==> src/rtl/ssc_pkg.sv <==
package ssc_pkg;

  typedef enum logic [2:0] {
    S_IDLE,
    S_PROG,
    S_WREL,
    S_FETCH,
    S_SHIFT,
    S_POLL
  } ssc_state_e;

  // Largest of three cycle counts, used to size the shared timer.
  function automatic int unsigned max3(input int unsigned a, input int unsigned b,
                                       input int unsigned c);
    int unsigned m;
    m = (a > b) ? a : b;
    return (m > c) ? m : c;
  endfunction

  // A phase lasting n cycles loads the down-counter with n-1.
  function automatic int unsigned span_load(input int unsigned n);
    return (n == 0) ? 0 : n - 1;
  endfunction

endpackage

==> src/rtl/ssc_timer.sv <==
module ssc_timer #(
  parameter int unsigned W = 8
) (
  input  logic         clk,
  input  logic         rst_n,
  input  logic         load_i,
  input  logic [W-1:0] val_i,
  output logic         expired_o
);

  logic [W-1:0] cnt;

  always_ff @(posedge clk or negedge rst_n) begin
    if (!rst_n)            cnt <= '0;
    else if (load_i)       cnt <= val_i;
    else if (cnt != '0)    cnt <= cnt - 1'b1;
  end

  assign expired_o = (cnt == '0);

endmodule

==> src/rtl/ssc_shifter.sv <==
module ssc_shifter (
  input  logic       clk,
  input  logic       rst_n,
  input  logic       load_i,
  input  logic [7:0] byte_i,
  input  logic       step_i,
  output logic       bit_o,
  output logic       low_o,
  output logic       last_hi_o
);

  logic [7:0] sh;
  logic [2:0] idx;
  logic       low;

  always_ff @(posedge clk or negedge rst_n) begin
    if (!rst_n) begin
      sh  <= '0;
      idx <= '0;
      low <= 1'b0;
    end else if (load_i) begin
      sh  <= byte_i;
      idx <= '0;
      low <= 1'b1;
    end else if (step_i) begin
      if (low) begin
        low <= 1'b0;
      end else begin
        low <= 1'b1;
        sh  <= {sh[6:0], 1'b0};
        idx <= idx + 3'd1;
      end
    end
  end

  assign bit_o     = sh[7];
  assign low_o     = low;
  assign last_hi_o = !low && (idx == 3'd7);

endmodule

==> src/rtl/ssc_loader.sv <==
module ssc_loader
  import ssc_pkg::*;
#(
  parameter int unsigned RST_HOLD   = 2400,
  parameter int unsigned REL_WAIT   = 16,
  parameter int unsigned HALF_PER   = 4,
  parameter int unsigned POLL_LIMIT = 1000,
  parameter int unsigned CNT_W      = 24
) (
  input  logic             clk,
  input  logic             rst_n,
  input  logic             start_i,
  input  logic [CNT_W-1:0] count_i,
  input  logic [7:0]       byte_i,
  input  logic             byte_valid_i,
  output logic             byte_ready_o,
  input  logic             done_i,
  output logic             prog_n_o,
  output logic             cclk_o,
  output logic             din_o,
  output logic             busy_o,
  output logic             ok_o,
  output logic             timeout_o
);

  localparam int unsigned TW = $clog2(max3(RST_HOLD, REL_WAIT, HALF_PER) + 1);
  localparam int unsigned PW = $clog2(POLL_LIMIT + 1);
  localparam logic [TW-1:0] T_HOLD = TW'(span_load(RST_HOLD));
  localparam logic [TW-1:0] T_REL  = TW'(span_load(REL_WAIT));
  localparam logic [TW-1:0] T_HALF = TW'(span_load(HALF_PER));
  localparam logic [PW-1:0] P_LAST = PW'(span_load(POLL_LIMIT));

  ssc_state_e       state, nxt;
  logic [CNT_W-1:0] rem;
  logic [PW-1:0]    polls;
  logic             t_load, t_exp;
  logic [TW-1:0]    t_val;
  logic             sh_load, sh_step, sh_bit, sh_low, sh_last;
  logic             ok_set, to_set;

  // Named events for the checker
  logic accept_w, rise_w, start_w;

  ssc_timer #(.W(TW)) u_timer (
    .clk(clk), .rst_n(rst_n), .load_i(t_load), .val_i(t_val), .expired_o(t_exp)
  );

  ssc_shifter u_shift (
    .clk(clk), .rst_n(rst_n), .load_i(sh_load), .byte_i(byte_i), .step_i(sh_step),
    .bit_o(sh_bit), .low_o(sh_low), .last_hi_o(sh_last)
  );

  always_comb begin
    nxt          = state;
    t_load       = 1'b0;
    t_val        = '0;
    sh_load      = 1'b0;
    sh_step      = 1'b0;
    byte_ready_o = 1'b0;
    ok_set       = 1'b0;
    to_set       = 1'b0;
    case (state)
      S_IDLE: if (start_i) begin
        nxt = S_PROG; t_load = 1'b1; t_val = T_HOLD;
      end
      S_PROG: if (t_exp) begin
        nxt = S_WREL; t_load = 1'b1; t_val = T_REL;
      end
      S_WREL: if (t_exp) nxt = (rem == '0) ? S_POLL : S_FETCH;
      S_FETCH: begin
        byte_ready_o = 1'b1;
        if (byte_valid_i) begin
          nxt = S_SHIFT; sh_load = 1'b1; t_load = 1'b1; t_val = T_HALF;
        end
      end
      S_SHIFT: if (t_exp) begin
        if (sh_last) nxt = (rem == '0) ? S_POLL : S_FETCH;
        else begin
          sh_step = 1'b1; t_load = 1'b1; t_val = T_HALF;
        end
      end
      S_POLL: begin
        if (done_i) begin
          ok_set = 1'b1; nxt = S_IDLE;
        end else if (polls == P_LAST) begin
          to_set = 1'b1; nxt = S_IDLE;
        end
      end
      default: nxt = S_IDLE;
    endcase
  end

  assign start_w  = (state == S_IDLE) && start_i;
  assign accept_w = (state == S_FETCH) && byte_valid_i;
  assign rise_w   = sh_step && sh_low;

  always_ff @(posedge clk or negedge rst_n) begin
    if (!rst_n) begin
      state     <= S_IDLE;
      rem       <= '0;
      polls     <= '0;
      ok_o      <= 1'b0;
      timeout_o <= 1'b0;
    end else begin
      state <= nxt;
      if (start_w)       rem <= count_i;
      else if (accept_w) rem <= rem - 1'b1;
      polls <= (state == S_POLL) ? polls + 1'b1 : '0;
      ok_o  <= ok_set;
      if (start_w)     timeout_o <= 1'b0;
      else if (to_set) timeout_o <= 1'b1;
    end
  end

  assign busy_o   = (state != S_IDLE);
  assign prog_n_o = (state != S_PROG);
  assign cclk_o   = !((state == S_SHIFT) && sh_low);
  assign din_o    = (state == S_SHIFT) ? sh_bit : 1'b1;

endmodule

==> config.mk <==
export PLATFORM = sky130hd
export DESIGN_NAME = ssc_loader
export DESIGN_NICKNAME = d
export VERILOG_FILES = /design/src/rtl/ssc_pkg.sv /design/src/rtl/ssc_timer.sv /design/src/rtl/ssc_shifter.sv /design/src/rtl/ssc_loader.sv
export SDC_FILE = /design/constraint.sdc
export NUM_CORES = 1
export LEC_CHECK = 0
export BUFFER_PORTS_ARGS = -buffer_cell sky130_fd_sc_hd__buf_4
export CAP_MARGIN = 30
export CORE_UTILIZATION = 62
export CTS_CLUSTER_DIAMETER = 40
export DETAILED_ROUTE_END_ITERATION = 6
export GPL_ROUTABILITY_DRIVEN = 0
export GPL_TIMING_DRIVEN = 0
export PLACE_DENSITY = 0.91
export SYNTH_ARGS = -nofsm -noshare
export SYNTH_HDL_FRONTEND = slang
export SYNTH_SLANG_ARGS = --single-unit
export TNS_END_PERCENT = 100
==> constraint.sdc <==
create_clock -name clk -period 4.9 [get_ports clk]
set_clock_uncertainty 0.15 [all_clocks]
set_input_delay 1.47 -clock clk [delete_from_list [all_inputs] [get_ports clk]]
set_output_delay 1.47 -clock clk [all_outputs]
set_load 0.005 [all_outputs]
==> reports/qor.yml <==
worst_setup_path:
  max_stage_delay_ps: 460
  worst-path-max-fanout: 8
  critPathKind: "reg2out"
  worstPathRequired_ps: 3280
  critPathLaunchType: "register"
  rrSetupSlack_ps: 2680
  arrival_ps: 1510
  r2r_start: "rem[1]"
  path_cells: "nor3b_2, nand2b_1, buf_4"
  worst_r2r_path_depth: 7
  slowest_stage: "dfrtp_1"
  cp-end-kind: "primary output"
  crit_path_start: "state[2]"
  endpoint: "din_o"
  r2r-end: "state[1]"
clock_network:
  cts_htree_levels: 3
  clk_latency_ps: 350
  clock_sinks: 63
  cts_buffers: 9
  cts_resized: 0
  clk_pin_slew_ps: 80
  postCtsHoldBufs: 0
  cts_tree: "done"
  clock_path_buffers: 2
  root_buffer: "clkbuf_8"
  cts_setup_buffers: 0
global_route:
  grt_max_degree: 64
  gr-usage-all-layers: 0.292
  grt_pass1_vias: 2821
  gr-total-overflow: 0
  grt_pass1_wl_um: 12400
  antenna_found_initial: 0
final_layout:
  nets: 470
  multi_input_area_um2: 1700
  regArea_um2: 1580
  drive_gt1_frac: 0.174
  utilization: 0.768
  antenna_cells: 0
  nFillCells: 354
  syn_to_final_growth_pct: 17.6
yosys:
  yosysWarnings: 0
  yosysUniqueCellTypes: 48
  avgSynthCellArea_um2: 9.05
  synthArstFlopShare: 1.00
  synth_edf_count: 0
  syn_inst: 373
  ys_seq_elements: 63
  synth_top_cell_by_area: "dfrtp_1"
  yosysTopAreaCellShare: 0.467
  ys.flop_type: "dfrtp_1"
  synth.area.top_cells: "dfrtp_1 47%, xnor2_1 7.3%, nand2_1 6.8%"
  synth_nets: 416
  yosysSeqAreaShare: 0.467
  synth.most_common_cell: "dfrtp_1"
  netlist_area_um2: 3380
  synth_common_cells: "63 x dfrtp_1, 61 x nand2_1, 40 x nor2_1"
floorplan:
  rows: 26
  die_x_um: 75.8
  core-area_um2: 5170
  initial_utilization: 0.653
  ioPinCount: 44
  dieHeight_um: 75.8
  dieArea_um2: 5750
timing:
  worst_pin_slew_ps: 865
  layout_setup_ws_ps: 1770
  finalSetupViolCount: 0
  min_period_over_period: 0.639
  max_slew_margin: 0.418
  fmax_mhz: 320
  fin_crit_ps: 3130
  hold_ws_ps: 308
  rsz0062_at_grt: "no"
  fin_tns_setup_ps: 0
  drv_slew: 0
  finalHoldViolCount: 0
route:
  first_iter_violations: 198
  finalWirelength_um: 7560
  drt_first_pass_iters: 5
  drc: 0
  antenna_left: 0
  wl_per_cell_um: 15.1
  viasPerCell: 5.89
  num_vias: 2956
pwr:
  cellLeakagePower_nw: 1.65
  p_per_area_nw_per_um2: 487
  vdd_drop_max_mv: 0.329
placement:
  dp_hpwl_um: 5340
  dp_slack_ps: 1860
  portBuffers: 43
outcome:
  outcome: "finished clean"
min_path:
  min_path_type: "reg2reg"
job:
  maxCapViolations: 0
critical path: cells and delay by family, from the launching register on:
family,cells,cell delay (ps)
buf+inv,1,150
flops,1,460
simple gates,2,550
metal layers:
metal / up-vias / global-route usage / wire length, um
met4: 0 / 0.126 / 157
li1: 1405 / - / -
met2: 90 / 0.484 / 3800
met1: 1444 / 0.355 / 3170
met3: 17 / 0.0886 / 434
met5: - / 0 / 0
power by group:
part           switching [mW]  internal, mW  total [mW]  leakage, nW
Sequential              0.184         0.699       0.883        0.769
Combinational           0.346         0.291       0.637        0.793
Clock                   0.213         0.198       0.412       0.0849
Total                   0.743          1.19        1.93         1.65
flip-flops by register name, indices dropped and copies added (netlist names):
| signal | count |
|---|---|
| ok_o | 1 |
| polls | 10 |
| rem | 24 |
| state | 3 |
| timeout_o | 1 |
| u_shift.idx | 3 |
| u_shift.low_o | 1 |
| u_shift.sh | 8 |
| u_timer.cnt | 12 |
metrics by stage:
step / power [mW] / cells / cell area [um^2]
after floorplan: 1.32 / 373 / 3380
after global placement: 1.47 / 486 / 3790
after detailed placement: 1.52 / 486 / 3790
after CTS: 1.93 / 502 / 3970
after global routing: 2.07 / 502 / 3970
final: 1.93 / 502 / 3970
area by class of cell:
cell class / instances / area share
timing repair buffer: 43 / 0.0813
multi-input combinational: 287 / 0.429
inverter: 8 / 0.00756
clock buffer: 10 / 0.0347
sequential: 63 / 0.397
clock inverter: 6 / 0.0113
tap: 70 / 0.0221
buffer: 15 / 0.0173
worst min path at each step:
stage | startpoint | to | cells past startpoint | slack [ps]
after floorplan | polls[0] | polls[0] | 1 | 280
after global placement | polls[0] | polls[0] | 1 | 300
after detailed placement | polls[0] | polls[0] | 1 | 300
after CTS | polls[0] | polls[0] | 1 | 310
after global routing | polls[0] | polls[0] | 1 | 350
final | polls[0] | polls[0] | 1 | 310
layout by cell type (no fill, tap or decap), types with 10 or more instances in the layout:
cell | synthesis | layout
dfrtp_1 | 63 | 63
o21ai_0 | 15 | 15
xnor2_1 | 28 | 28
nand2_1 | 61 | 61
nand3_1 | 12 | 12
xor2_1 | 10 | 10
nor2_1 | 40 | 40
buf_4 | 2 | 45
o21ai_1 | 20 | 20
clkbuf_8 | 0 | 10
nor3_1 | 18 | 18
cell families after synthesis:
group | Yosys count | share of synthesized area
AOI/OAI and AO/OA | 68 | 0.117
xor gates and xnor gates | 38 | 0.0986
adders and majority gates | 6 | 0.0222
buffers and inverters | 23 | 0.0293
DFF | 63 | 0.467
muxes | 2 | 0.00630
and+or+nand+nor | 173 | 0.260
Power figures use the tool's default switching activity.
